$ cat config.mk
export PLATFORM = sky130hd
export DESIGN_NAME = pca_array
export DESIGN_NICKNAME = d
export VERILOG_FILES = /design/src/rtl/pca_pkg.sv /design/src/rtl/pca_ctrl.sv /design/src/rtl/pca_datapath.sv /design/src/rtl/pca_array.sv
export SDC_FILE = /design/constraint.sdc
export NUM_CORES = 1
export LEC_CHECK = 0
export BUFFER_PORTS_ARGS = -buffer_cell sky130_fd_sc_hd__buf_4
export CORE_UTILIZATION = 64
export DETAILED_ROUTE_END_ITERATION = 10
export PLACE_DENSITY_LB_ADDON = 0.3
export SETUP_SLACK_MARGIN = 0.05
export SLEW_MARGIN = 20
export SYNTH_ARGS = -nofsm -noshare
export SYNTH_HDL_FRONTEND = slang
export SYNTH_SLANG_ARGS = --single-unit
$ cat constraint.sdc
create_clock -name clk -period 2.93 [get_ports clk]
set_input_delay 0.293 -clock clk [delete_from_list [all_inputs] [get_ports clk]]
set_output_delay 0.293 -clock clk [all_outputs]
set_load 0.005 [all_outputs]
$ cat src/rtl/pca_pkg.sv
package pca_pkg;
  localparam int NUM_MOD = 5;
  localparam int CNT_W   = 16;
  localparam int BYTE_W  = 8;
  localparam int ADDR_W  = 5;

  typedef enum logic [1:0] {
    SEL_SLOW = 2'd0,
    SEL_FAST = 2'd1,
    SEL_EXT  = 2'd2,
    SEL_FULL = 2'd3
  } clkSel_t;

  // bit order matches the mode register image (bit 6 down to bit 0)
  typedef struct packed {
    logic cmpEn;
    logic capPos;
    logic capNeg;
    logic matEn;
    logic togEn;
    logic pwmEn;
    logic intEn;
  } pcaMode_t;

  typedef struct packed {
    logic               tick;
    logic               cntLoWr;
    logic               cntHiWr;
    logic [NUM_MOD-1:0] cmpLoWr;
    logic [NUM_MOD-1:0] cmpHiWr;
    logic [NUM_MOD-1:0] flagClr;
    logic               ovfClr;
    logic [BYTE_W-1:0]  wdata;
  } pcaStrobe_t;
endpackage

$ cat src/rtl/pca_ctrl.sv
module pca_ctrl
  import pca_pkg::*;
#(
  parameter int PRE_SLOW    = 12,
  parameter int PRE_FAST    = 4,
  parameter int SYNC_STAGES = 2
) (
  input  logic                           clk,
  input  logic                           rstN,
  input  logic                           regWe,
  input  logic [ADDR_W-1:0]              regAddr,
  input  logic [BYTE_W-1:0]              regWdata,
  output logic [BYTE_W-1:0]              regRdata,
  input  logic                           extCount,
  input  logic [CNT_W-1:0]               cntVal,
  input  logic [NUM_MOD-1:0][CNT_W-1:0]  cmpVal,
  input  logic [NUM_MOD-1:0]             modFlag,
  input  logic                           ovfFlag,
  output pcaStrobe_t                     strb,
  output pcaMode_t [NUM_MOD-1:0]         modeReg,
  output logic                           ovfIe,
  output logic                           irq
);
  localparam int DIV_W = $clog2(PRE_SLOW + 1);

  logic [1:0]         grp;
  logic [2:0]         idx;
  logic               ctrlWr, cfgWr, runBit, extRise, tickNow;
  clkSel_t            clkSel;
  logic [DIV_W-1:0]   divCnt, divLimit;
  logic [SYNC_STAGES:0] extSync;
  logic [NUM_MOD-1:0] intEnVec;

  assign grp    = regAddr[4:3];
  assign idx    = regAddr[2:0];
  assign ctrlWr = regWe && grp == 2'd0 && idx == 3'd0;
  assign cfgWr  = regWe && grp == 2'd0 && idx == 3'd1;

  // tick source selection
  assign divLimit = (clkSel == SEL_SLOW) ? DIV_W'(PRE_SLOW - 1) : DIV_W'(PRE_FAST - 1);
  assign extRise  = extSync[SYNC_STAGES-1] & ~extSync[SYNC_STAGES];

  always_comb begin
    unique case (clkSel)
      SEL_SLOW, SEL_FAST: tickNow = runBit && divCnt >= divLimit;
      SEL_EXT:            tickNow = runBit && extRise;
      default:            tickNow = runBit;
    endcase
  end

  always_ff @(posedge clk or negedge rstN) begin
    if (!rstN) begin
      divCnt  <= '0;
      extSync <= '0;
    end else begin
      extSync <= {extSync[SYNC_STAGES-1:0], extCount};
      if (!runBit || clkSel[1] || divCnt >= divLimit) divCnt <= '0;
      else                                             divCnt <= divCnt + 1'b1;
    end
  end

  // configuration and mode registers
  always_ff @(posedge clk or negedge rstN) begin
    if (!rstN) begin
      runBit  <= 1'b0;
      ovfIe   <= 1'b0;
      clkSel  <= SEL_SLOW;
      modeReg <= '0;
    end else begin
      if (ctrlWr) runBit <= regWdata[6];
      if (cfgWr) begin
        ovfIe  <= regWdata[0];
        clkSel <= clkSel_t'(regWdata[2:1]);
      end
      for (int i = 0; i < NUM_MOD; i++) begin
        if (regWe && grp == 2'd1 && idx == 3'(i)) modeReg[i] <= pcaMode_t'(regWdata[6:0]);
        else if (strb.cmpLoWr[i])                 modeReg[i].cmpEn <= 1'b0;
        else if (strb.cmpHiWr[i])                 modeReg[i].cmpEn <= 1'b1;
      end
    end
  end

  // strobes toward the datapath
  always_comb begin
    strb         = '0;
    strb.tick    = tickNow;
    strb.wdata   = regWdata;
    strb.cntLoWr = regWe && grp == 2'd0 && idx == 3'd2;
    strb.cntHiWr = regWe && grp == 2'd0 && idx == 3'd3;
    strb.flagClr = ctrlWr ? ~regWdata[NUM_MOD-1:0] : '0;
    strb.ovfClr  = ctrlWr && !regWdata[7];
    for (int i = 0; i < NUM_MOD; i++) begin
      strb.cmpLoWr[i] = regWe && grp == 2'd2 && idx == 3'(i);
      strb.cmpHiWr[i] = regWe && grp == 2'd3 && idx == 3'(i);
    end
  end

  // read mux
  always_comb begin
    regRdata = '0;
    unique case (grp)
      2'd0: begin
        unique case (idx)
          3'd0: begin
            regRdata[NUM_MOD-1:0] = modFlag;
            regRdata[6]           = runBit;
            regRdata[7]           = ovfFlag;
          end
          3'd1:    regRdata = {5'b0, clkSel, ovfIe};
          3'd2:    regRdata = cntVal[7:0];
          3'd3:    regRdata = cntVal[15:8];
          default: regRdata = '0;
        endcase
      end
      default: begin
        for (int i = 0; i < NUM_MOD; i++) begin
          if (idx == 3'(i)) begin
            if (grp == 2'd1)      regRdata = {1'b0, modeReg[i]};
            else if (grp == 2'd2) regRdata = cmpVal[i][7:0];
            else                  regRdata = cmpVal[i][15:8];
          end
        end
      end
    endcase
  end

  always_comb begin
    for (int i = 0; i < NUM_MOD; i++) intEnVec[i] = modeReg[i].intEn;
  end
  assign irq = (ovfFlag && ovfIe) || |(modFlag & intEnVec);
endmodule

$ cat src/rtl/pca_datapath.sv
module pca_datapath
  import pca_pkg::*;
#(
  parameter int SYNC_STAGES = 2
) (
  input  logic                          clk,
  input  logic                          rstN,
  input  pcaStrobe_t                    strb,
  input  pcaMode_t [NUM_MOD-1:0]        modeReg,
  input  logic [NUM_MOD-1:0]            pinIn,
  output logic [NUM_MOD-1:0]            pinOut,
  output logic [CNT_W-1:0]              cntVal,
  output logic [NUM_MOD-1:0][CNT_W-1:0] cmpVal,
  output logic [NUM_MOD-1:0]            modFlag,
  output logic                          ovfFlag
);
  logic cntWr, cntStep, loWrap;

  assign cntWr   = strb.cntLoWr | strb.cntHiWr;
  assign cntStep = strb.tick & ~cntWr;
  assign loWrap  = cntStep && cntVal[7:0] == 8'hFF;

  always_ff @(posedge clk or negedge rstN) begin
    if (!rstN) begin
      cntVal  <= '0;
      ovfFlag <= 1'b0;
    end else begin
      if (strb.cntLoWr)      cntVal[7:0]  <= strb.wdata;
      else if (strb.cntHiWr) cntVal[15:8] <= strb.wdata;
      else if (strb.tick)    cntVal       <= cntVal + 1'b1;
      if (cntStep && cntVal == '1) ovfFlag <= 1'b1;
      else if (strb.ovfClr)        ovfFlag <= 1'b0;
    end
  end

  for (genvar g = 0; g < NUM_MOD; g++) begin : gChan
    logic [SYNC_STAGES:0] pinSync;
    logic [CNT_W-1:0]     cmpR;
    logic                 flagR, togR, rise, fall, capEvt, match;

    assign rise   = pinSync[SYNC_STAGES-1] & ~pinSync[SYNC_STAGES];
    assign fall   = ~pinSync[SYNC_STAGES-1] & pinSync[SYNC_STAGES];
    assign capEvt = (modeReg[g].capPos & rise) | (modeReg[g].capNeg & fall);
    assign match  = modeReg[g].cmpEn && cntStep && cntVal == cmpR;

    always_ff @(posedge clk or negedge rstN) begin
      if (!rstN) begin
        pinSync <= '0;
        cmpR    <= '0;
        flagR   <= 1'b0;
        togR    <= 1'b0;
      end else begin
        pinSync <= {pinSync[SYNC_STAGES-1:0], pinIn[g]};
        if (strb.cmpLoWr[g])      cmpR[7:0]  <= strb.wdata;
        else if (strb.cmpHiWr[g]) cmpR[15:8] <= strb.wdata;
        else if (capEvt)          cmpR       <= cntVal;
        else if (modeReg[g].pwmEn && loWrap) cmpR[7:0] <= cmpR[15:8];
        if ((match && modeReg[g].matEn) || capEvt) flagR <= 1'b1;
        else if (strb.flagClr[g])                  flagR <= 1'b0;
        if (match && modeReg[g].togEn) togR <= ~togR;
      end
    end

    assign cmpVal[g]  = cmpR;
    assign modFlag[g] = flagR;
    assign pinOut[g]  = (modeReg[g].pwmEn && modeReg[g].cmpEn) ? (cntVal[7:0] >= cmpR[7:0]) : togR;
  end
endmodule

$ cat src/rtl/pca_array.sv
module pca_array
  import pca_pkg::*;
#(
  parameter int PRE_SLOW    = 12,
  parameter int PRE_FAST    = 4,
  parameter int SYNC_STAGES = 2
) (
  input  logic               clk,
  input  logic               rstN,
  input  logic               regWe,
  input  logic [ADDR_W-1:0]  regAddr,
  input  logic [BYTE_W-1:0]  regWdata,
  output logic [BYTE_W-1:0]  regRdata,
  input  logic               extCount,
  input  logic [NUM_MOD-1:0] modPinIn,
  output logic [NUM_MOD-1:0] modPinOut,
  output logic               irq
);
  pcaStrobe_t                    strb;
  pcaMode_t [NUM_MOD-1:0]        modeReg;
  logic [CNT_W-1:0]              cntVal;
  logic [NUM_MOD-1:0][CNT_W-1:0] cmpVal;
  logic [NUM_MOD-1:0]            modFlag, cmpEnVec;
  logic                          ovfFlag, ovfIe;

  always_comb begin
    for (int i = 0; i < NUM_MOD; i++) cmpEnVec[i] = modeReg[i].cmpEn;
  end

  pca_ctrl #(.PRE_SLOW(PRE_SLOW), .PRE_FAST(PRE_FAST), .SYNC_STAGES(SYNC_STAGES)) uCtrl (
    .clk(clk), .rstN(rstN), .regWe(regWe), .regAddr(regAddr), .regWdata(regWdata),
    .regRdata(regRdata), .extCount(extCount), .cntVal(cntVal), .cmpVal(cmpVal),
    .modFlag(modFlag), .ovfFlag(ovfFlag), .strb(strb), .modeReg(modeReg),
    .ovfIe(ovfIe), .irq(irq)
  );

  pca_datapath #(.SYNC_STAGES(SYNC_STAGES)) uData (
    .clk(clk), .rstN(rstN), .strb(strb), .modeReg(modeReg), .pinIn(modPinIn),
    .pinOut(modPinOut), .cntVal(cntVal), .cmpVal(cmpVal), .modFlag(modFlag),
    .ovfFlag(ovfFlag)
  );
endmodule

==> impl.org, run 1 <==
** Timing
- Post-Route Setup TNS :: 0 ps
- Maximum clock frequency :: 0.3487 GHz
- The worst path uses 97.88% of the clock period.
- Setup repair after global routing left no endpoint under its margin.
- The count of final max-slew check failures was 0.
- Final clock skew :: about 17 ps
- Time the final worst path needs with I/O delays and setup :: between 2000 and 3000 ps
- Total count of hold-check failures in the final report :: 0
- Final hold analysis gives a worst-case slack of roughly 240 ps.
- Fin worst setup slack :: a little over 60 ps
- In this run the tightest slew margin relative to its limit is 18.22%.
- Tightest Pin Transition :: 1227 ps
- Setup violations remaining at the end of the flow were counted as 0.

** Route
- Before antenna repair, the detailed router went through 9 iterations.
- Wires add up to roughly 41000 um.
- Ratio of routed vias to standard cells :: around 7.3
- After detailed routing, the average wire length per cell comes to 27.17 um.
- In this run the remaining antenna-violating nets after routing total 0.
- Via count :: around 11000
- For this block, the initial DRC count from the detailed router was between 1500 and 2000.
- Post-detailed-route DRC marker count :: 0

** Pwr
- The analysis attributes to cell leakage a power of roughly 5.4 nW.
- Across the VDD grid, the largest voltage drop is 0.5293 mV.
- After layout, the design draws a total of approximately 11 mW.
- Power spread over the standard cell area amounts to around 850 mW/mm^2.

** Synthesis
- In this run, synthesis produced a sequential element count of about 170.
- Of the post-synthesis cell area, the part taken by muxes is about an eighth.
- Of the total synthesized cell area, the portion taken by AND, OR, NAND and NOR gates is between 15 and 20%.
- Summing every instance area after synthesis gives 0.01145 sq mm.
- In the synthesized netlist, the number of instances is between 1000 and 1500.
- Summing the areas of all fa, ha and maj instances in the mapped netlist gives under 10% of the synthesized area.
- For this run, the register share of the synthesized area comes to between 30 and 40%.
- Share of synthesized flip-flops with an asynchronous set or reset :: 100.0%
- The netlist uses slightly below 80 different library cells.
- Synthesis produced a netlist with a net count of between 1000 and 1500.
- Compound-gate portion of the synthesized area :: about 20%
- During synthesis, Yosys emitted a total of 0 warnings.
- Dominant combinational cell family by area after synthesis :: compound AO/OA/AOI/OAI gates
- Counting flops with a built-in enable in the synthesized netlist gives 0.
- Mean Syn Cell Area :: just over 9 sq um
- Among all flip-flop cells after synthesis, the most frequent one is sky130_fd_sc_hd__dfrtp_1.
- Xor/xnor share of the synthesized area :: approximately 4.1%

** Setup path
- STA puts the critical path data required time at between 2000 and 3000 ps.
- Launching element type of the critical path :: flop
- Cells on worst reg2reg path :: 7
- Internal reg-to-reg setup slack :: roughly 150 ps
- Maximum fanout along the worst path :: 11
- STA classifies the critical path endpoint as a primary output.
- For the worst setup path, the data arrival time is about 2600 ps.
- WS Path Type :: flop to primary output
- R2R Path End :: uData.gChan[3].cmpR[3]
- The startpoint identified for the worst register-to-register timing path is uCtrl.clkSel[1].

** Clocking
- Worst-skew pair later-pin latency :: roughly 450 ps
- TritonCTS built the clock tree.
- The tree is rooted in a sky130_fd_sc_hd__clkbuf_16.
- H-tree depth :: 4
- The clock drives about 170 sinks.
- After clock tree synthesis, the clock-pin slew on the worst setup and hold paths is about 70 ps.
- Total clock buffers created by CTS :: 17
- Clock tree buffer depth :: 2

** Final layout
- Area growth syn-to-layout :: 12.31%
- ANT cells :: 0
- The post-route netlist has 18.40% of its cells at a drive strength greater than 1.
- Fin util :: 74.08%
- After the last flow step, the layout net total stands at 1351.
- Final instance area :: roughly 0.013 sq mm
- Non-filler instance count after layout :: ~1500

** Die
- In this run the horizontal extent of the chip is about 140 um.
- The floorplan has 48 rows.
- Die ar. :: 0.01843 sq mm
- Standard cell core area :: about 0.017 sq mm
- 36 I/O pins were placed.
- Floorplan die height :: roughly 140 um
- Initial core utilization :: between 60% and 70%

** Placement
- Prior to clock tree synthesis, the placed netlist has a worst setup slack of around 280 ps.
- Placer congestion estimate :: roughly 1.0
- Detailed Place HPWL :: 28090 um
- DP Cell Count :: between 1000 and 1500
- Input and output buffers added on the ports amount to 35.
- Once placement finished, the instance area stood at 0.01211 sq mm.

** Global routing
- Antenna violations before repair :: 0
- The total overflow left after global routing is 0.
- Vias in the first global route :: around 11000
- The first global-routing pass estimated roughly 63000 um of wire.
- Global routing used a little under half of the available tracks.
- Largest net degree at the start of global routing :: 62

** Min path
- HP Start :: regWdata[6]
- Counting instances, the worst hold path has a depth of 3.
- Destination of the worst hold path :: uCtrl.modeReg[27]
- Type of the most critical hold path :: input port to flop

** Flow run
- Across the run, the number of max-cap violations was 0.

** Outcome
- The run finished with clean final reports.
## cells in the mapped netlist (all sizes together), types with 3 or more instances
cell / instances / area [sq um]
a41oi: 5 / 43.79
nor4: 5 / 37.53
a21o: 18 / 135.1
a31o: 8 / 70.07
and3: 6 / 37.54
or3: 8 / 50.05
xnor2: 46 / 402.9
a211oi: 9 / 77.57
o21bai: 6 / 45.04
a311oi: 3 / 26.28
mux2: 50 / 563.0
nand4: 19 / 133.9
nand3: 43 / 215.2
nor2: 70 / 285.3
mux2i: 63 / 630.6
o22ai: 14 / 93.84
o31ai: 4 / 30.03
a31oi: 17 / 106.4
mux4: 10 / 225.2
dfrtp: 168 / 4204
nand2: 134 / 503.0
a21oi: 55 / 275.3
o221ai: 8 / 70.07
a22oi: 18 / 135.1
nor2b: 8 / 50.05
and2: 8 / 50.05
clkbuf: 50 / 187.7
nand2b: 12 / 75.07
inv: 51 / 191.4
a21boi: 6 / 45.04
a221o: 28 / 280.3
o211ai: 16 / 120.1
a222oi: 8 / 80.08
o21ai: 86 / 430.4
o311ai: 3 / 26.28
or2: 3 / 18.77
o2111ai: 5 / 43.79
a211o: 6 / 52.55
buf: 43 / 221.5
ha: 43 / 538.0
nor3: 32 / 181.4
nand3b: 13 / 97.59
xor2: 8 / 70.07
or4: 7 / 52.55
## power breakdown
part	leakage [nW]	total [mW]	internal (mW)	switching (mW)
clock network	0.286	2.27	1.16	1.10
registers	2.07	4.18	2.99	1.19
logic	3.09	4.52	2.12	2.41
## routing by layer
metal	wire, um	track usage (%)	up-vias
met2	17320	67.01	886
met5	0	0	-
met4	3142	30.52	0
li1	-	-	4693
met3	5665	12.94	259
met1	15280	61.84	5261
## critical path, cell delays in order (launching register included)
cell and delay (ps):
sky130_fd_sc_hd__dfrtp_1 810, sky130_fd_sc_hd__buf_4 260, sky130_fd_sc_hd__ha_1 190, sky130_fd_sc_hd__nor2_1 60, sky130_fd_sc_hd__or3_1 360, sky130_fd_sc_hd__a41oi_2 280, sky130_fd_sc_hd__buf_4 170
## worst max path at each step
stage | from | endpoint | slack [ps] | cells past startpoint
finish | uData.cntVal[3] | modPinOut[3] | 60 | 6
global route | uData.cntVal[3] | modPinOut[3] | 50 | 6
CTS | uData.cntVal[2] | modPinOut[3] | 90 | 7
detailed placement | uCtrl.clkSel[1] | uData.gChan[3].cmpR[3] | 280 | 7
global placement | uCtrl.clkSel[1] | uData.gChan[0].togR | 350 | 8
floorplan | uCtrl.clkSel[1] | uData.cntVal[10] | 540 | 7
## area by class of cell
class                   count  area (sq um)
flip-flops and latches    168          4207
clock inverters            14         151.4
fillers                  1272          4499
clock buffers              18         439.2
multi-input cells         935          6693
repair buffers            112         887.1
inverters                  52         198.9
well taps                 225         281.5
## registers in the layout, summed over array words and instances (netlist names), 2 cells and up
name / cells
uCtrl.extSync: 3
uData.gChan.flagR: 5
uCtrl.clkSel: 2
uData.gChan.togR: 5
uCtrl.divCnt: 4
uCtrl.modeReg: 35
uData.gChan.cmpR: 80
uData.gChan.pinSync: 15
uData.cntVal: 16
## logic make-up after synthesis
family          Yosys count
simple gates            379
compound gates          336
flops                   168
buf+inv                 145
mux                     123
xor+xnor                 54
fa+ha+maj                43
## what timing repair did
item	4_1_cts	5_1_grt
endpoints found under the hold margin	49	0
setup buffers	2	1
pin swaps	0	3
setup endpoints to repair	4	4
resized for setup	3	8
hold buffers	7	0
## cell usage in the layout, fill, tap and decap left out, types with 7 or more instances in the layout
| cell | Yosys | layout |
|---|---|---|
| sky130_fd_sc_hd__a21o_1 | 18 | 18 |
| sky130_fd_sc_hd__a21oi_1 | 55 | 55 |
| sky130_fd_sc_hd__a221o_1 | 28 | 28 |
| sky130_fd_sc_hd__a222oi_1 | 8 | 8 |
| sky130_fd_sc_hd__a22oi_1 | 18 | 18 |
| sky130_fd_sc_hd__a31o_2 | 8 | 8 |
| sky130_fd_sc_hd__a31oi_1 | 17 | 17 |
| sky130_fd_sc_hd__and2_1 | 8 | 8 |
| sky130_fd_sc_hd__buf_4 | 1 | 102 |
| sky130_fd_sc_hd__clkbuf_16 | 0 | 17 |
| sky130_fd_sc_hd__dfrtp_1 | 168 | 166 |
| sky130_fd_sc_hd__dlygate4sd3_1 | 0 | 7 |
| sky130_fd_sc_hd__ha_1 | 43 | 43 |
| sky130_fd_sc_hd__inv_1 | 50 | 49 |
| sky130_fd_sc_hd__mux2_2 | 50 | 50 |
| sky130_fd_sc_hd__mux2i_1 | 63 | 63 |
| sky130_fd_sc_hd__mux4_2 | 10 | 10 |
| sky130_fd_sc_hd__nand2_1 | 134 | 134 |
| sky130_fd_sc_hd__nand2b_1 | 12 | 12 |
| sky130_fd_sc_hd__nand3_1 | 43 | 43 |
| sky130_fd_sc_hd__nand3b_1 | 13 | 13 |
| sky130_fd_sc_hd__nand4_1 | 18 | 18 |
| sky130_fd_sc_hd__nor2_1 | 65 | 65 |
| sky130_fd_sc_hd__nor2b_1 | 8 | 7 |
| sky130_fd_sc_hd__nor3_1 | 29 | 29 |
| sky130_fd_sc_hd__o211ai_1 | 16 | 16 |
| sky130_fd_sc_hd__o21ai_0 | 68 | 67 |
| sky130_fd_sc_hd__o21ai_1 | 18 | 19 |
| sky130_fd_sc_hd__o221ai_1 | 8 | 8 |
| sky130_fd_sc_hd__o22ai_1 | 13 | 13 |
| sky130_fd_sc_hd__or3_1 | 8 | 8 |
| sky130_fd_sc_hd__or4_1 | 7 | 7 |
| sky130_fd_sc_hd__xnor2_1 | 46 | 46 |
| sky130_fd_sc_hd__xor2_1 | 8 | 8 |
No activity file was read; power rests on OpenSTA's default activity.
==> inputs of run 2 (changes only) <==
ABC_AREA = 1   (was default)
CORE_UTILIZATION = 63   (was 64)
==> run 2 against run 1 <==
Net effect: first-iteration DRC count rose by 15%; synthesized cell count rose by 25%; sequential cell count did not move; sequential power fell by 7.9%; combinational power rose by 2%; critical endpoint is now regRdata[3].
==> impl.org, run 2 <==
** Outcome
- Run status :: complete, no violations

** Die
- The initial utilization of the core area, before any placement, comes to 64.39%.
- The floorplan has 48 rows.
- In this run the count of I/O pins placed on the die edge is 36.
- Die X-Extent :: approximately 130 um
- The die covers between 0.015 and 0.02 sq mm.
- Floorplan die height :: around 130 um
- After floorplanning, the core was sized to cover roughly 0.017 sq mm.

** Route
- After detailed routing, the number of vias per cell comes to about 6.6.
- In the routed design, unresolved DRC markers number 0.
- Via count :: 12059
- The first detailed-routing pass took 6 iterations.
- Number of design-rule violations left by the first detailed-router iteration :: approximately 1800
- Dividing the detail-routed wire length by the instance count gives 24.22 um.
- Number of antenna-violating nets in the routed design :: 0
- The final layout contains routed wiring with a total length of approximately 44000 um.

** Synthesis
- After synthesis, the largest family of logic cells by area is simple AND/OR/NAND/NOR gates.
- The biggest area contributor in the post-synthesis netlist is sky130_fd_sc_hd__dfrtp_1.
- Compound-gate portion of the synthesized area :: between 20% and 30%
- After synthesis, the netlist uses between 40 and 50 different library cells.
- Counting flops and latches in the post-synthesis netlist gives 168.
- Share of synthesized area spent on multiplexers :: 0%
- Post-Syn Instances :: between 1500 and 2000
- Summing the sequential cell areas from Yosys gives between 30% and 40% of the chip area.
- In the post-synthesis netlist, the biggest area contributors are sky130_fd_sc_hd__dfrtp_1 38%, sky130_fd_sc_hd__nand2_1 13%, sky130_fd_sc_hd__o21ai_0 8.9%.
- Top cells by instance count after synthesis :: 391 x sky130_fd_sc_hd__nand2_1, 197 x sky130_fd_sc_hd__o21ai_0, 168 x sky130_fd_sc_hd__dfrtp_1
- The most used flip-flop cell after synthesis is sky130_fd_sc_hd__dfrtp_1.
- Summing the areas of all and, or, nand and nor instances in the mapped netlist gives between 20 and 30% of the synthesized area.
- Number of enable-type register cells in the synthesized netlist :: 0
- Share of synthesized flip-flops with an asynchronous set or reset :: 100.0%
- Xor/xnor share of the synthesized area :: about 1.4%
- Adder-cell area share of the yosys netlist :: about 4.8%
- Share of Yosys cell area claimed by the top area cell type :: 37.88%
- Mean Syn Cell Area :: between 7 and 8 sq um
- Dominant cell by count in the synthesized netlist :: sky130_fd_sc_hd__nand2_1
- Post-synthesis net count :: 1622
- For this run, the number of Yosys warnings is 0.
- The mapped netlist covers ~0.011 sq mm.

** Global routing
- Gr ovfl total :: 0
- Across every metal layer, demand over resource in global routing totals roughly half.
- The first global-routing pass estimated roughly 66000 um of wire.
- Entering global routing, the biggest net connects ~60 pins.
- The number of antenna violations at the first check in global routing came to 1.
- Vias in the first global route :: around 11000

** Min path
- The worst hold path begins at regWdata[7].
- The worst hold path belongs to the class input port to flop.
- Along the worst hold path, the cell count comes to 3.

** Pwr
- Max IR drop VDD :: 0.5772 mV
- The analysis attributes to cell leakage a power of 6.073 nW.
- For this design the ratio of total power to cell area is 875.1 mW/mm^2.

** Setup path
- Launching element type of the critical path :: input port
- For the worst flop-to-flop path, the logic depth is 12.
- The worst register-to-register path begins at uCtrl.clkSel[1].
- In this run the worst setup path begins at regAddr[4].
- Maximum fanout along the worst path :: 30
- Worst path arrival time :: about 2500 ps
- The critical path in this run is classified as input port to primary output.
- CP Capture Type :: primary output
- At the worst endpoint, the required time is roughly 2600 ps.

** Final layout
- The register with the most flip-flops in the final layout is uData.gChan.cmpR.
- Multi-input combinational cell area :: roughly 0.006 sq mm
- Number of nets at the end of the flow :: 1647
- The area growth from synthesis to layout is 10.86%.
- Final instance area :: between 0.01 and 0.015 sq mm
- Fillers :: around 1400
- Fraction of layout cells with a size suffix above 1 :: 9.781%
- The sequential cells in the finished layout cover a total of ~0.0042 sq mm.
- The register with the most flip-flops in the layout has 80 of them.
- Most frequent cells in the layout :: 390 x sky130_fd_sc_hd__nand2_1, 197 x sky130_fd_sc_hd__o21ai_0, 168 x sky130_fd_sc_hd__dfrtp_1, 146 x sky130_fd_sc_hd__inv_1, 142 x sky130_fd_sc_hd__nor2_1
- The largest registers in the layout are uData.gChan.cmpR x80, uCtrl.modeReg x35, uData.cntVal x16.
- Most common cell after layout, fill and taps aside :: sky130_fd_sc_hd__nand2_1

** Timing
- Setup repair after global routing missed its margin :: false
- Total of endpoints with negative setup slack in the final report :: 0
- At the pin with the least slew margin, the transition time is about 1000 ps.
- Final clock skew :: about 13 ps
- The worst path uses 96.23% of the clock period.
- Post-Route Setup TNS :: 0 ps
- The count of final max-slew check failures was 0.
- Slew Limit Headroom :: between 30 and 40%
- Time the final worst path needs with I/O delays and setup :: about 2800 ps
- Derived from the worst setup path, the maximum achievable clock frequency is approximately 0.35 GHz.
- The hold violation count in the final report came to 0.

** Clocking
- H-tree depth :: 4
- Worst-skew pair later-pin latency :: approximately 450 ps
- Root buffer cell :: sky130_fd_sc_hd__clkbuf_16
- Buffers inserted during clock tree synthesis total 17.
- In this run the deepest clock path goes through 2 buffers.
- Counting every sink on the clock net gives between 150 and 200.
- Setup Fix Bufs, Post-CTS :: 0
- TritonCTS built the clock tree.
- Clock-pin slew was measured on the worst setup and hold paths at roughly 70 ps.

** Placement
- During placement, the flow inserted port buffers numbering 35.
- After detailed placement, the total cell area comes to about 0.012 sq mm.
- Placer congestion estimate :: approximately 1.0
- Detailed Place HPWL :: around 30000 um

** Flow run
- Max Cap Viol :: 0
-- run 2: worst paths after layout --
| path | end | slack, ps |
|---|---|---|
| worst max-delay path | regRdata[3] | 110 |
| worst min-delay path | uData.cntVal[15] | 220 |
| worst max register to register | uData.cntVal[8] | 170 |
| worst min register to register | uCtrl.extSync[1] | 350 |
| max in group asynchronous | uData.cntVal[2] | 1760 |
| min in group asynchronous | uData.gChan[2].cmpR[2] | 390 |
-- run 2: final cells by class --
class	instances	share of cell area [%]
diodes	1	0.02034
flip-flops and latches	168	34.17
clock inverters	12	1.159
inverters	161	4.912
repair buffers	81	5.522
multi-input cells	1153	48.30
clock buffers	20	3.631
well taps	225	2.288
-- run 2: stage by stage --
step	cells	utilization [%]	setup slack, ps	hold slack (ps)	power [mW]
after detailed placement	1781	67.52	44.67	308.0	8.131
final	1821	71.38	110.6	219.4	10.77
after global placement	1781	67.52	73.55	304.7	7.948
after CTS	1820	71.36	221.5	195.8	10.46
after global routing	1820	71.36	69.83	214.2	11.25
after floorplan	1557	-	1094	-2.591	6.380
-- run 2: kinds of logic after synthesis --
| kind of cell | Yosys count |
|---|---|
| AO/OA/AOI/OAI | 389 |
| XOR/XNOR | 18 |
| adder cells (fa/ha/maj) | 43 |
| buffers and inverters | 236 |
| flip-flops | 168 |
| AND/OR/NAND/NOR | 703 |
-- run 2: what timing repair did --
item,CTS,global route
endpoints found under the hold margin,64,0
setup endpoints to repair,6,0
hold buffers,7,0
resized for setup,1,0
-- run 2: power breakdown --
group	internal (mW)	leakage (nW)	switching (mW)
Combinational	1.61	3.70	2.98
Clock	1.29	0.280	1.03
Sequential	2.99	2.10	0.866
Total	5.88	6.07	4.88
-- run 2: metal layers --
layer  track usage [%]  vias to the layer above  share of wire (%)
met5                 0                        -                  0
met4             30.46                        0                6.5
met3             17.72                      242                 17
met2             70.88                     1010                 41
met1             65.58                     5525                 36
li1                  -                     5282                  -
-- run 2: worst max-delay path, stage by stage --
cell	delay, ps
sky130_fd_sc_hd__buf_4	90
sky130_fd_sc_hd__inv_2	60
sky130_fd_sc_hd__nand2_1	410
sky130_fd_sc_hd__buf_12	280
sky130_fd_sc_hd__o21ai_0	120
sky130_fd_sc_hd__o21ai_0	490
sky130_fd_sc_hd__nand3_1	270
sky130_fd_sc_hd__nand2_1	110
sky130_fd_sc_hd__nand2_1	60
sky130_fd_sc_hd__nand2_1	80
sky130_fd_sc_hd__nand2_1	90
sky130_fd_sc_hd__buf_4	150
